File: src/rtl/extint_pkg.sv
package extint_pkg;

    localparam int SEL_W      = 4;
    localparam int DATA_W     = 32;
    localparam int FIELDS_PER = DATA_W / SEL_W / 2;   // four selectors per word

    typedef struct packed {
        logic             mask;
        logic             rise_en;
        logic             fall_en;
        logic [SEL_W-1:0] sel;
    } line_cfg_t;

    function automatic int map_words(input int lines);
        return (lines + FIELDS_PER - 1) / FIELDS_PER;
    endfunction

    function automatic int field_lo(input int line);
        return SEL_W * (line % FIELDS_PER);
    endfunction

endpackage

File: src/rtl/extint_edge.sv
module extint_edge #(
    parameter int WIDTH = 80
) (
    input  logic             clk,
    input  logic             rst,
    input  logic [WIDTH-1:0] pins,
    output logic [WIDTH-1:0] rise_o,
    output logic [WIDTH-1:0] fall_o
);
    logic [WIDTH-1:0] meta_q, sync_q, prev_q;

    always_ff @(posedge clk) begin
        if (rst) begin
            meta_q <= '0;
            sync_q <= '0;
            prev_q <= '0;
        end else begin
            meta_q <= pins;
            sync_q <= meta_q;
            prev_q <= sync_q;
        end
    end

    assign rise_o = sync_q & ~prev_q;
    assign fall_o = ~sync_q & prev_q;

    // A rising indication now must come from a low-to-high step two samples back.
    p_rise_origin_r11: assert property (@(posedge clk) disable iff (rst)
        (|rise_o) |-> ((rise_o & $past(meta_q)) == rise_o));

endmodule

File: src/rtl/extint_line.sv
module extint_line #(
    parameter int PORTS = 5
) (
    input  logic                         clk,
    input  logic                         rst,
    input  extint_pkg::line_cfg_t        cfg,
    input  logic [PORTS-1:0]             rise_pins,
    input  logic [PORTS-1:0]             fall_pins,
    input  logic                         clr,
    output logic                         pend
);
    logic hit;
    logic rise_sel, fall_sel;

    always_comb begin
        rise_sel = 1'b0;
        fall_sel = 1'b0;
        for (int p = 0; p < PORTS; p++) begin
            if (int'(cfg.sel) == p) begin
                rise_sel = rise_pins[p];
                fall_sel = fall_pins[p];
            end
        end
    end

    assign hit = (cfg.rise_en & rise_sel) | (cfg.fall_en & fall_sel);

    always_ff @(posedge clk) begin
        if (rst) pend <= 1'b0;
        else     pend <= (pend & ~clr) | hit;
    end

    p_hit_wins_r10: assert property (@(posedge clk) disable iff (rst)
        hit |=> pend);

    p_drop_needs_w1c_r9: assert property (@(posedge clk) disable iff (rst)
        $fell(pend) |-> $past(clr));

    p_set_needs_edge_r7: assert property (@(posedge clk) disable iff (rst)
        $rose(pend) |-> $past(hit));

endmodule

File: src/rtl/extint_regfile.sv
module extint_regfile #(
    parameter int LINES  = 16,
    parameter int ADDR_W = 4
) (
    input  logic                          clk,
    input  logic                          rst,
    input  logic                          wr_en,
    input  logic [ADDR_W-1:0]             addr,
    input  logic [extint_pkg::DATA_W-1:0] wdata,
    input  logic [LINES-1:0]              pend_i,
    output extint_pkg::line_cfg_t         cfg_o [LINES],
    output logic [LINES-1:0]              clr_o,
    output logic [extint_pkg::DATA_W-1:0] rdata
);
    import extint_pkg::*;

    localparam int MW     = map_words(LINES);
    localparam int A_MASK = MW;
    localparam int A_RISE = MW + 1;
    localparam int A_FALL = MW + 2;
    localparam int A_PEND = MW + 3;

    logic [SEL_W-1:0] sel_q [LINES];
    logic [LINES-1:0] mask_q, rise_q, fall_q;

    always_ff @(posedge clk) begin
        if (rst) begin
            for (int l = 0; l < LINES; l++) sel_q[l] <= '0;
            mask_q <= '0;
            rise_q <= '0;
            fall_q <= '0;
        end else if (wr_en) begin
            for (int l = 0; l < LINES; l++) begin
                if (int'(addr) == l / FIELDS_PER)
                    sel_q[l] <= wdata[field_lo(l) +: SEL_W];
            end
            if (int'(addr) == A_MASK) mask_q <= wdata[LINES-1:0];
            if (int'(addr) == A_RISE) rise_q <= wdata[LINES-1:0];
            if (int'(addr) == A_FALL) fall_q <= wdata[LINES-1:0];
        end
    end

    assign clr_o = (wr_en && int'(addr) == A_PEND) ? wdata[LINES-1:0] : '0;

    generate
        for (genvar l = 0; l < LINES; l++) begin : g_cfg
            assign cfg_o[l] = '{mask: mask_q[l], rise_en: rise_q[l],
                                fall_en: fall_q[l], sel: sel_q[l]};
        end
    endgenerate

    always_comb begin
        rdata = '0;
        for (int l = 0; l < LINES; l++) begin
            if (int'(addr) == l / FIELDS_PER)
                rdata[field_lo(l) +: SEL_W] = sel_q[l];
        end
        if (int'(addr) == A_MASK) rdata[LINES-1:0] = mask_q;
        if (int'(addr) == A_RISE) rdata[LINES-1:0] = rise_q;
        if (int'(addr) == A_FALL) rdata[LINES-1:0] = fall_q;
        if (int'(addr) == A_PEND) rdata[LINES-1:0] = pend_i;
    end

    p_cfg_hold_r12: assert property (@(posedge clk) disable iff (rst)
        !wr_en |=> ($stable(mask_q) && $stable(rise_q) && $stable(fall_q)));

endmodule

File: src/rtl/extint_ctrl.sv
module extint_ctrl #(
    parameter int LINES  = 16,
    parameter int PORTS  = 5,
    parameter int ADDR_W = 4
) (
    input  logic                   clk,
    input  logic                   rst,
    input  logic [PORTS*LINES-1:0] port_in,
    input  logic                   wr_en,
    input  logic [ADDR_W-1:0]      addr,
    input  logic [31:0]            wdata,
    output logic [31:0]            rdata,
    output logic [LINES-1:0]       irq
);
    import extint_pkg::*;

    localparam int PINS   = PORTS * LINES;
    localparam int A_PEND = map_words(LINES) + 3;

    logic [PINS-1:0]  rise_all, fall_all;
    logic [LINES-1:0] pend, clr, mask;
    line_cfg_t        cfg [LINES];

    extint_edge #(.WIDTH(PINS)) u_edge (
        .clk    (clk),
        .rst    (rst),
        .pins   (port_in),
        .rise_o (rise_all),
        .fall_o (fall_all)
    );

    extint_regfile #(.LINES(LINES), .ADDR_W(ADDR_W)) u_regs (
        .clk    (clk),
        .rst    (rst),
        .wr_en  (wr_en),
        .addr   (addr),
        .wdata  (wdata),
        .pend_i (pend),
        .cfg_o  (cfg),
        .clr_o  (clr),
        .rdata  (rdata)
    );

    generate
        for (genvar l = 0; l < LINES; l++) begin : g_line
            logic [PORTS-1:0] rp, fp;
            for (genvar p = 0; p < PORTS; p++) begin : g_pin
                assign rp[p] = rise_all[p*LINES + l];
                assign fp[p] = fall_all[p*LINES + l];
            end
            extint_line #(.PORTS(PORTS)) u_line (
                .clk       (clk),
                .rst       (rst),
                .cfg       (cfg[l]),
                .rise_pins (rp),
                .fall_pins (fp),
                .clr       (clr[l]),
                .pend      (pend[l])
            );
            assign mask[l] = cfg[l].mask;
        end
    endgenerate

    assign irq = pend & mask;

    initial begin
        p_line_fit_r2: assert (LINES <= 32 && PORTS <= 16);
    end

    p_pend_readback_r12: assert property (@(posedge clk) disable iff (rst)
        (int'(addr) == A_PEND) |-> (rdata[LINES-1:0] == pend));

endmodule

File: config.mk
export PLATFORM = sky130hd
export DESIGN_NAME = extint_ctrl
export DESIGN_NICKNAME = d
export VERILOG_FILES = /design/src/rtl/extint_pkg.sv /design/src/rtl/extint_edge.sv /design/src/rtl/extint_line.sv /design/src/rtl/extint_regfile.sv /design/src/rtl/extint_ctrl.sv
export SDC_FILE = /design/constraint.sdc
export NUM_CORES = 1
export LEC_CHECK = 0
export BUFFER_PORTS_ARGS = -buffer_cell sky130_fd_sc_hd__buf_4
export CAP_MARGIN = 20
export CORE_ASPECT_RATIO = 1.1
export CORE_MARGIN = 2
export CORE_UTILIZATION = 39
export CTS_CLUSTER_SIZE = 14
export DETAILED_ROUTE_END_ITERATION = 12
export GPL_ROUTABILITY_DRIVEN = 0
export MAX_ROUTING_LAYER = met4
export SLEW_MARGIN = 20
export SYNTH_ARGS = -nofsm -noshare
export SYNTH_HDL_FRONTEND = slang
export SYNTH_SLANG_ARGS = --single-unit
File: constraint.sdc
create_clock -name clk -period 3 [get_ports clk]
set_input_delay 0.3 -clock clk [delete_from_list [all_inputs] [get_ports clk]]
set_output_delay 0.3 -clock clk [all_outputs]
set_load 0.01 [all_outputs]
==> results list, run 1 <==
- Largest family of logic cells by synthesized area: simple AND/OR/NAND/NOR gates
* Fraction of power spent switching nets: 23.3%
- In this run, distinct cell masters in the synthesized netlist total around 60.
- Final min period: between 2 and 2.5 ns
* Period Utilization, post-route: 82.0%
- The H-tree generated during clock tree synthesis spans 2 levels.
* Buffers added on ports: ~130
* Async set or reset register ratio after synthesis: 0%
* Number of vias after detailed routing: 10600
* CTS root buffer: clkbuf_16
* Ports placed on the boundary: 167
- Final setup slack of the worst path: ~0.54 ns
* Req. time, crit path: 2.70 ns
- Share of total power in sequential cells: 50.4%
- The design draws 10.8 mW.
- In this run the worst path has a maximum fanout of 10.
- For this design, the sink count on the clock tree is 368.
* Actual slew at the worst max-slew pin: about 0.96 ns
* Internal power of the cells: 8.27 mW
- Worst slew margin relative to its limit: 36.0%
- After detailed routing, the number of vias per cell comes to about 4.9.
- Worst path slowest cell: edfxtp_1
* Maximum cell stage delay along the critical path: 0.54 ns
* Util after Layout: 48.4%
- Commonest non-fill, non-tap cells in the layout: dfxtp_1 (304), nor2b_1 (234), buf_4 (151), nand2_1 (127), nor2_1 (121)
- Final setup vio count: 0
- Maximum VDD drop: roughly 0.00034 V
* Hold Violations, Final: 0
- Number of search-and-repair iterations in the first detailed-routing pass: 8
- Largest delay share family, worst path: multiplexers
- By startpoint and endpoint, the worst setup path is classified as flop to output port.
- Combinational logic burns 7.2% of the power.
- Once the clock tree was built, the setup fixing pass inserted 0 buffers.
- Achievable frequency: 407 MHz
- The synthesized design contains 368 register bits.
- Once the floorplan was initialized, standard cells occupied 39.4% of the core.
- Number of nets at the end of the flow: 1740
* Placed cell areas: 0.0159 mm²
- The worst setup path is captured at an output port.
- For this design the total switching power over the nets is 2.50 mW.
* ANT cells: 0
* Netlist Area Pre-Place: 0.0146 mm²
- Maximum number of buffers from clock root to sink: 3
- Cts repair resizes: 0
- Proportion of power drawn by the clock network: 42.4%
- After detailed placement, the design holds a cell count of 2001.
* Unrepaired setup endpoints after global routing: false
- In this run the mean area of a mapped cell was between 10 and 15 µm².
- The floorplan step set the die height to 207 µm.
- Placed wire-length estimate: 25.4 mm
- The first global-routing pass estimated 56.6 mm of wire.
- Maximum Capacitance Violations: 0
- Fin area: 0.0179 mm²
- The synthesized design contains 64 enable-type register cells.
* Die outline area: 0.0389 mm²
- Residual antenna-violating net count after detailed routing: 0
- P per Cell Area: 603 mW/mm²
* Worst-case clock skew: 0.0186 ns
* Post-cts hold buffer count: 74
- For this run, the number of Yosys warnings is 0.
* Wire length per cell: 17.3 µm
- For this block, the routed nets add up to 37.2 mm of wire.
* Share of final-layout standard cells stronger than drive strength 1: approximately 15%
- Measured along the x axis, the die boundary spans ~190 µm.
- Hold is met by ~0.0037 ns.
- Result of the run: finished clean
- Counting both buffers and inverters, the worst setup path holds a total of 1.
* # rows: 74
* CP Cell Sequence: mux4_2 > mux2i_1 > nor2_1 > buf_4
* Critical Path Source Type: flop
- Worst slack, placed: 0.571 ns
- Area of the placeable core: about 0.037 mm²
- The number of antenna violations at the first check in global routing came to 0.
- TritonCTS created 38 clock buffers.
* Pins over their slew limit: 0
- Static leakage: 6.71 nW
- Synthesized instance count: 1436
- For this run the aggregate overflow at the end of global routing stands at 0.
* Class of the most critical hold timing path: input port to flop
- Non-filler cells, final: approximately 2100
- In the global route stage, overall resource usage came out at 19.5%.
- Of the post-synthesis cell area, the part taken by muxes is 6.67%.
- Largest net degree at the start of global routing: 106
- For this run, design rule violations remaining after detail routing come to 0.
* Fill count: 3469
- Clock Pin Slew Worst Setup and Hold Paths: 0.06 ns
- Summing the areas of all fa, ha and maj instances in the mapped netlist gives 0% of the synthesized area.
* DRC violation total after the first TritonRoute iteration: 763
* Insertion delay to the later sink of the worst-skew pair: around 0.54 ns
- Most common cell after layout, fill and taps aside: dfxtp_1
- TritonCTS clock tree: done
- Sequential cells were found to cover 55.0% of the synthesized design area.
- Post-synthesis compound-gate area fraction: under 10%
- WP data arrival: 2.16 ns
- P&R area growth vs syn: 22.8%
- Xor/xnor share of the synthesized area: 0%
* Via count of the first global-routing pass: 9921
- Sum Neg Setup Slack: 0 ns
* Top_reg_cell synth: dfxtp_1
* Simple logic cell fraction of the synthesized area: 23.3%
[layer usage]
metal	share of wire, %	up-vias	track usage [%]	routed length, µm
li1	-	5222	-	-
met4	2.8	0	6.75	1060
met2	43	334	28.6	15900
met3	6.1	65	3.13	2280
met5	0	-	-	0
met1	48	4942	27.3	18000
[kinds of logic (layout without fill, tap and decap cells)]
kind of cell,count (synthesis),after routing
AND/OR/NAND/NOR,618,618
flip-flops,368,368
multiplexers,57,57
AO/OA/AOI/OAI,214,214
other,1,16
buffers and inverters,178,377
[final timing paths]
path | cells after the start | to | slack, ns | from
hold / removal | 2 | u_edge.meta_q[69] | 0.004 | port_in[69]
setup / recovery | 4 | rdata[12] | 0.54 | u_regs.sel_q[1][28]
hold reg to reg | 1 | u_edge.sync_q[1] | 0.43 | u_edge.meta_q[1]
setup reg to reg | 4 | g_line[4].u_line.pend | 1.04 | u_regs.sel_q[0][16]
[worst reg2reg max path, cell delays in order (launching register included)]
cell and delay (ns):
edfxtp_1 0.57, o32ai_1 0.61, a21oi_1 0.15, or4_1 0.48, o211ai_1 0.08
[flip-flops by register name, indices dropped and copies added, names as in the netlist]
signal              count
g_line.u_line.pend     16
u_edge.meta_q          80
u_edge.prev_q          80
u_edge.sync_q          80
u_regs.fall_q          16
u_regs.mask_q          16
u_regs.rise_q          16
u_regs.sel_q           64
[layout make-up]
cell class	instances	area, µm²	share of cell area [%]
inverters	81	304	1.70
multi-input cells	905	5830	32.6
clock inverters	18	164	0.917
well taps	494	618	3.46
clock buffers	51	1040	5.83
repair buffers	227	1910	10.7
flip-flops and latches	368	8010	44.8
[synthesized netlist by cell type, types with 3 or more instances]
library cell	number	area (µm²)
a211o_1	5	43.8
a21boi_0	5	37.5
a21boi_1	4	30.0
a21oi_1	69	345
a221oi_1	3	26.3
a31oi_1	20	125
a32oi_1	22	193
a41oi_1	9	78.8
and2_1	16	100
and4_1	7	61.3
buf_2	21	105
buf_4	19	143
buf_6	3	33.8
clkbuf_1	53	199
dfxtp_1	304	6090
edfxtp_1	64	1920
inv_1	81	304
mux2i_1	25	250
mux4_2	32	721
nand2_1	127	477
nand2b_1	32	200
nand3_1	10	50.1
nand3b_1	11	82.6
nand4_1	4	25.0
nand4b_1	8	70.1
nor2_1	121	454
nor2b_1	234	1460
nor3_1	7	35.0
nor3b_1	5	37.5
nor4b_1	8	70.1
nor4bb_1	4	40.0
o211ai_1	7	52.6
o21ai_0	40	200
o311a_1	5	50.1
o31ai_1	4	30.0
o32ai_1	4	35.0
o41ai_1	5	43.8
or3_1	4	25.0
or3b_1	6	52.6
or4_1	6	45.0
[power by group through the flow]
stage | clock [mW] | combinational, mW | sequential, mW
2_1_floorplan | 0 | 0.499 | 5.41
3_3_place_gp | 0 | 0.692 | 5.52
3_5_place_dp | 0 | 0.702 | 5.53
4_1_cts | 4.68 | 0.780 | 5.42
5_1_grt | 4.86 | 0.850 | 5.45
6_report | 4.57 | 0.774 | 5.43
Power figures use the tool's default switching activity.
==> run 2: changes to the inputs <==
==> constraint.sdc (replaced) <==
create_clock -name clk -period 2.5 [get_ports clk]
set_input_delay 0.25 -clock clk [delete_from_list [all_inputs] [get_ports clk]]
set_output_delay 0.25 -clock clk [all_outputs]
set_load 0.01 [all_outputs]
==> run 2 against run 1 <==
  * Global-route usage increased by 0.37 points
  * Via count increased by 2.9%
  * Sequential power increased by 20%
  * Largest cell class unchanged
==> results list, run 2 (synthesized netlist as in run 1, its figures left out) <==
* Registers with the most flip-flops: u_edge.meta_q x80, u_edge.prev_q x80, u_edge.sync_q x80
* Destination of the worst hold path: u_edge.prev_q[70]
- ANT cells: 0 (unchanged)
- The number of slew-limit violations in the final report came to 0 (unchanged).
- The worst reg-to-reg path cell count is 5 (+1).
* Hold Violations, Final: 0 (unchanged)
* Class of the most critical hold timing path: input port to flop
* Via-per-instance ratio: 4.97 (+0.94%)
- Critical Path Source Type: flop
* Final setup vio count: 0 (unchanged)
- Largest net degree at the start of global routing: 73 (-31%)
- Number of nets at the end of the flow: 1780 (+2.3%)
* Via count of the first global-routing pass: 10300 (+3.8%)
* Chip Width: 188 µm (unchanged)
* Result of the run: finished clean
- Final global-route overflow total: 0 (unchanged)
- Setup repair after global routing left no endpoint under its margin.
- # rows: 74 (unchanged)
- Buffers added on ports: 134 (unchanged)
- The biggest fanout along the worst timing path came to 10 (unchanged).
- The area of the core region came to 0.0369 mm² (unchanged).
- The met2 layer usage reported by global route is 30.2% (+1.6 points).
- Cts repair resizes: 0 (unchanged)
- Maximum VDD drop: 0.000377 V (+10%)
- The number of primary I/O pins came to 167 (unchanged).
- Maximum number of buffers from clock root to sink: 3 (unchanged)
- Placed cell areas: 0.0161 mm² (+0.88%)
- The core utilization of the finished layout came to 49.4% (+1.0 points).
- Initial antenna violation count: 0 (unchanged)
- Area of the multi-input gates: 0.00581 mm² (-0.21%)
- Static timing analysis puts the maximum clock frequency at 415 MHz.
* Number of vias after detailed routing: 10900 (+2.9%)
- Clock Pin Slew Worst Setup and Hold Paths: 0.06 ns (about the same)
- The TritonCTS sink count came to 368 (unchanged).
- CTS H-tree lvls: 2 (unchanged)
- The first-pass GRT wire length is 57.6 mm (+1.7%).
- Worst reg-to-reg setup slack: 0.78 ns (-0.26 ns)
- Worst slack, placed: 0.461 ns (-0.110 ns)
* Sequential cell area in the final layout: 0.00801 mm² (unchanged)
- The power density over the cells was 714 mW/mm² (+18%).
* GR Layer Usage met3: 3.33% (+0.20 points)
* WP data arrival: 2.16 ns (about the same)
* Final min period: 2.41 ns
- The placed wire-length estimate after detailed placement is 26.6 mm (+4.8%).
- Most used routing layer: met2
* Static leakage: 6.89 nW (+2.7%)
* Final WL: 37.8 mm (+1.6%)
- CTS root buffer: clkbuf_16
- The final routed DRC violation total came to 0 (unchanged).
* Share of final-layout standard cells stronger than drive strength 1: 15.6% (+0.46 points)
- The fill cell instance count of the final layout came to 3431 (-1.1%).
- Maximum Capacitance Violations: 0 (unchanged)
- RR Startpoint: u_regs.sel_q[0][24]
- Insertion delay to the later sink of the worst-skew pair: 0.55 ns (about the same)
* Worst Setup Path Type: flop to output port
* Initial cell density of the core: 39.4% (unchanged)
- The global-route total usage across every layer was 19.8% (+0.37 points).
- Worst-case clock skew: 0.0197 ns (+0.00109 ns)
- Period Utilization, post-route: 96.4%
- The setup TNS came to 0 ns (unchanged).
- Reg-to-Reg End: g_line[6].u_line.pend
- Wire length per cell: 17.3 µm (-0.33%)
- The transition at the pin with the smallest max-transition slack came to 0.717 ns (-0.243 ns).
- The number of nets with antenna violations after routing was 0 (unchanged).
- Req. time, crit path: 2.25 ns (-0.45 ns)
- GR Util met1: 26.6% (-0.66 points)
- The post-layout worst setup margin was 0.0905 ns (-0.450 ns).
- Type of destination of the critical path: output port
- Most common cell after layout, fill and taps aside: dfxtp_1
* Fin area: 0.0183 mm² (+2.1%)
- The worst slew slack as a fraction of its limit was 52.0% (+16 points).
* DRC violation total after the first TritonRoute iteration: 858 (+12%)
- Number of search-and-repair iterations in the first detailed-routing pass: 5 (-3)
- The hold-critical path depth came to 2 (unchanged).
- Chip Height: 207 µm (unchanged)
- The worst hold path begins at rst.
- The number of buffers created by CTS is 39 (+2.6%).
* P&R area growth vs syn: 25.4%
- Die outline area: 0.0389 mm² (unchanged)
* Commonest non-fill, non-tap cells in the layout: dfxtp_1 (304), nor2b_1 (234), buf_4 (166), nand2_1 (127), nor2_1 (121)
* TritonCTS clock tree: done
[run 2: cell types whose count changed in the layout (fill, tap and decap cells not counted), moves of 2 or more]
| cell | before | now |
|---|---|---|
| clkbuf_1 | 10 | 14 |
| buf_12 | 1 | 3 |
| clkbuf_8 | 2 | 5 |
| clkinv_2 | 10 | 7 |
| inv_6 | 3 | 0 |
| buf_4 | 151 | 166 |
| dlygate4sd3_1 | 74 | 96 |
| clkbuf_16 | 39 | 41 |
[run 2: timing repair]
| item | in CTS | in global routing |
|---|---|---|
| endpoints found under the hold margin | 126 | 0 |
| hold buffers | 96 | 0 |
| buffers inserted | 0 | 0 |
[run 2: final cells by class]
type | instances | area share [%]
flip-flops and latches | 368 | 43.9
multi-input cells | 905 | 31.8
repair buffers | 266 | 12.5
clock buffers | 60 | 6.29
well taps | 494 | 3.39
inverters | 81 | 1.67
clock inverters | 11 | 0.439
[run 2: report_power, final]
group / switching, mW / internal [mW]
Combinational: 0.463 / 0.521
Sequential: 0.234 / 6.28
Clock: 2.27 / 3.26
[run 2: stage by stage]
stage	power [mW]	hold slack [ns]	cells
2_1_floorplan	7.09	0.378	1451
3_3_place_gp	7.48	0.422	2018
3_5_place_dp	7.50	0.425	2018
4_1_cts	13.2	0.0903	2185
5_1_grt	13.5	0.135	2185
6_report	13.0	0.111	2185
[run 2: per-layer routing]
metal | routed length, µm | vias to the layer above
li1 | - | 5298
met1 | 17300 | 5087
met2 | 16400 | 402
met3 | 2870 | 79
met4 | 1180 | 0
met5 | 0 | -
[run 2: worst max-delay path by stage]
stage / start / end / slack (ns) / cells after the start
after floorplan: addr[3] / u_regs.sel_q[1][0] / 0.77 / 4
after global placement: addr[0] / rdata[2] / 0.46 / 6
after detailed placement: addr[0] / rdata[2] / 0.46 / 6
after CTS: u_regs.sel_q[1][28] / rdata[12] / 0.09 / 4
after global routing: u_regs.sel_q[1][28] / rdata[12] / 0.02 / 4
final: u_regs.sel_q[1][28] / rdata[12] / 0.09 / 4
[run 2: critical path, stage by stage (launching register included)]
cell and delay, ns:
edfxtp_1 0.54, mux4_2 0.51, mux2i_1 0.31, nor2_1 0.10, buf_4 0.16
==> run 3: changes to the inputs <==
--- a/config.mk
+++ b/config.mk
@@ -5,10 +5,11 @@
 export SDC_FILE = /design/constraint.sdc
 export NUM_CORES = 1
 export LEC_CHECK = 0
+export ABC_AREA = 1
 export BUFFER_PORTS_ARGS = -buffer_cell sky130_fd_sc_hd__buf_4
 export CAP_MARGIN = 20
 export CORE_ASPECT_RATIO = 1.1
-export CORE_MARGIN = 2
+export CORE_MARGIN = 4
 export CORE_UTILIZATION = 39
 export CTS_CLUSTER_SIZE = 14
 export DETAILED_ROUTE_END_ITERATION = 12
==> run 3 against run 2 <==
  * Count of clock-buffer cells in the layout down 1
  * Die area grew 11%
  * Setup slack gained 0.11 ns
  * Synthesized area rose by 6.6%
  * Synthesized cell count is 48% higher
  * Clock skew up 0.0033 ns
  * First-iteration DRC count down 16%
  * Sequential power decreased by 0.6%
  * Flip-flop and latch count unchanged
  * Combinational power increased by 11%
  * Critical endpoint is now rdata[5]
  * Largest cell class unchanged
==> results list, run 3 <==
- The required time of the critical path is 2.25 ns (about the same).
- Hold Violations, Final: 0 (unchanged)
- The number of placement rows was 76 (+2.7%).
- The worst slew slack as a fraction of its limit came to 43.3% (-8.7 points).
- After synthesis, the most frequently instantiated cells are nor2_1 (486), inv_1 (438), nand2_1 (331).
- The routed wirelength normalized by instance count is 14.9 µm (-14%).
* Top-count cell post-synth: nor2_1
- By area the synthesized netlist is led by dfxtp_1 (39%), edfxtp_1 (12%), nor2_1 (12%).
- Final setup vio count: 0 (unchanged)
- The number of nets with antenna violations after routing came to 0 (unchanged).
- Number of cells traversed by the worst hold path: 4 (+2)
- P per Cell Area: 693 mW/mm² (-2.9%)
- Synth cell types: 27 (-54%)
* Actual slew at the worst max-slew pin: 0.850 ns (+0.133 ns)
- Largest net degree at the start of global routing: 192 (+160%)
- Period Utilization, post-route: 91.8% (-4.6 points)
* TritonCTS clock tree: done
- Tracing the worst setup path back leads to its startpoint at u_regs.sel_q[0][5].
- Cts repair resizes: 0 (unchanged)
- DRC errors left: 0 (unchanged)
- Synthesized instance count: 2128 (+48%)
- The number of synthesized flops with an enable pin came to 64 (unchanged).
- The top cell types in the final layout, fill and taps aside, are nor2_1 (486), inv_1 (438), nand2_1 (331), dfxtp_1 (304), nand3_1 (161).
* Initial cell density of the core: 39.5% (+0.13 points)
- The critical path buffer and inverter count came to 2 (+1).
* Async set or reset register ratio after synthesis: 0% (unchanged)
* Via count of the first global-routing pass: 13300 (+29%)
- Relative to the synthesized area, the layout overhead comes to 24.6%.
- Achievable frequency: 436 MHz (+5.0%)
* Reg-to-Reg End: g_line[1].u_line.pend
* Clock tree sinks: 368 (unchanged)
- The global-route total usage across every layer came to 20.5% (+0.61 points).
- The number of primary I/O pins is 167 (unchanged).
- Post-route worst hold slack: 0.120 ns (+0.00951 ns)
- Setup Fix Bufs, Post-CTS: 0 (unchanged)
- The width of the chip was 198 µm (+5.3%).
- Number of vias after detailed routing: 13700 (+26%)
* Worst Setup Path Type: flop to output port
* Destination of the worst hold path: u_regs.fall_q[8]
- Post-cts hold buffer count: 96 (unchanged)
* Final min period: 2.29 ns (-0.115 ns)
- Via-per-instance ratio: 4.73 (-4.9%)
* Maximum number of buffers from clock root to sink: 3 (unchanged)
- Result of the run: finished clean
- Share of final-layout standard cells stronger than drive strength 1: 10.4% (-5.3 points)
* R2r worst-path depth: 7 (+2)
- Post-synthesis average cell area: 7.29 µm² (-28%)
- Unrepaired setup endpoints after global routing: false
- The leakage dissipation came to 8.99 nW (+30%).
* Registers with the most flip-flops: u_edge.meta_q x80, u_edge.prev_q x80, u_edge.sync_q x80
- The share of the yosys chip area belonging to registers is 51.6% (-3.4 points).
- The register bit count reported by yosys is 368 (unchanged).
* Placed wire-length estimate: 31.0 mm (+17%)
- The number of antenna repair diodes came to 0 (unchanged).
* WP data arrival: 2.04 ns (-0.12 ns)
* Number of nets at the end of the flow: 2483 (+39%)
- The number of antenna violations at the first check in global routing was 0 (unchanged).
* Final WL: 43.3 mm (+15%)
* Pins over their slew limit: 0 (unchanged)
- The clock edge transition at the registers on the reported setup and hold paths is 0.06 ns (about the same).
- In this run the most critical hold path is launched from addr[0].
* Maximum cell stage delay along the critical path: 0.49 ns (-0.05 ns)
- The count of input and output buffers is 134 (unchanged).
* Final global-route overflow total: 0 (unchanged)
- The portion of synthesized cell area occupied by the leading cell type came to 39.2% (-2.6 points).
- Leaving out fill and tap cells, the most frequent cell in the layout is nor2_1.
- The area of the core region is 0.0393 mm² (+6.3%).
* Number of search-and-repair iterations in the first detailed-routing pass: 5 (unchanged)
* CP Cell Sequence: buf_4 > nand2_1 > nand3_1 > nor3_1 > nand4_1 > buf_4
- The number of warnings printed during yosys synthesis was 0 (unchanged).
* Worst-case clock skew: 0.0229 ns (+0.00326 ns)
- Class of the most critical hold timing path: input port to flop
- Insertion delay to the later sink of the worst-skew pair: 0.56 ns (about the same)
- The peak supply drop was 0.000475 V (+26%).
- Sum Neg Setup Slack: 0 ns (unchanged)
- The most numerous cell type found on the critical path is buf_4.
- Type of destination of the critical path: output port
- Cell type with the highest aggregate area in the netlist: dfxtp_1
- The first-pass GRT wire length came to 67.7 mm (+18%).
- Num CTS Buffers: 40 (+2.6%)
- The fill cell instance count of the final layout is 3911 (+14%).
* Largest delay share family, worst path: simple AND/OR/NAND/NOR gates
- The slowest stage of the critical path is the edfxtp_1 cell.
- Maximum Capacitance Violations: 0 (unchanged)
- The tree is rooted in a clkbuf_16.
- The startpoint identified for the worst register-to-register timing path is u_regs.sel_q[0][5].
- Netlist Area Pre-Place: 0.0155 mm² (+6.6%)
- Critical Path Source Type: flop
* Top_reg_cell synth: dfxtp_1
- CTS H-tree lvls: 2 (unchanged)
- The full die area was 0.0431 mm² (+11%).
* DRC violation total after the first TritonRoute iteration: 724 (-16%)
- The height of the chip is 217 µm (+5.1%).
- Worst reg-to-reg setup slack: 0.63 ns (-0.15 ns)
- Largest fanout of any net on the critical path: 6 (-4)
-- run 3: cell families (layout without fill, tap and decap cells) --
logic type / count (synthesis) / after routing / share of synthesized area (%)
flip-flops: 368 / 368 / 51.6
AO/OA/AOI/OAI: 155 / 155 / 5.26
other: 1 / 16 / 0.0242
buffers and inverters: 521 / 773 / 13.2
AND/OR/NAND/NOR: 1083 / 1083 / 29.9
-- run 3: worst max path at each step --
stage	slack, ns	to	cells after the start
finish	0.21	rdata[5]	6
global route	0.11	rdata[5]	6
CTS	0.22	rdata[5]	6
detailed placement	0.35	rdata[8]	9
global placement	0.35	rdata[4]	9
floorplan	0.001	u_regs.sel_q[1][16]	6
-- run 3: area by class of cell --
type	instances	area, µm²	area share (%)
Clock buffer	59	1170	6.04
Sequential cell	368	8010	41.4
Timing Repair Buffer	259	2230	11.5
Multi-Input combinational cell	1254	5510	28.5
Tap cell	507	634	3.28
Clock inverter	14	128	0.660
Inverter	441	1660	8.56
-- run 3: power breakdown --
group | leakage [nW] | switching [mW] | internal, mW | total, mW
logic | 5.23 | 0.650 | 0.435 | 1.09
registers | 3.11 | 0.187 | 6.28 | 6.47
clock network | 0.648 | 2.40 | 3.45 | 5.85
-- run 3: layer usage --
layer	wire [µm]	vias to the layer above	GRT usage [%]
li1	-	6916	-
met3	2160	90	2.86
met5	0	-	-
met4	1720	0	8.06
met1	16900	6408	22.6
met2	22600	314	37.1
-- run 3: worst register-to-register path, delay by kind of cell, from the launching register on --
kind             cells  cell delay, ns
AO/OA/AOI/OAI        2            0.53
flip-flops           1            0.49
AND/OR/NAND/NOR      5            0.71
-- run 3: metrics by stage --
stage | cell area (µm²) | std cells | setup slack, ns | util (%) | power [mW]
6_report | 19300 | 2902 | 0.205 | 49.2 | 13.4
5_1_grt | 19300 | 2902 | 0.111 | 49.2 | 13.9
4_1_cts | 19300 | 2902 | 0.217 | 49.2 | 13.6
3_5_place_dp | 17100 | 2733 | 0.349 | 43.5 | 7.56
3_3_place_gp | 17100 | 2733 | 0.348 | 43.5 | 7.55
2_1_floorplan | 15600 | 2143 | 0.00123 | - | 7.11
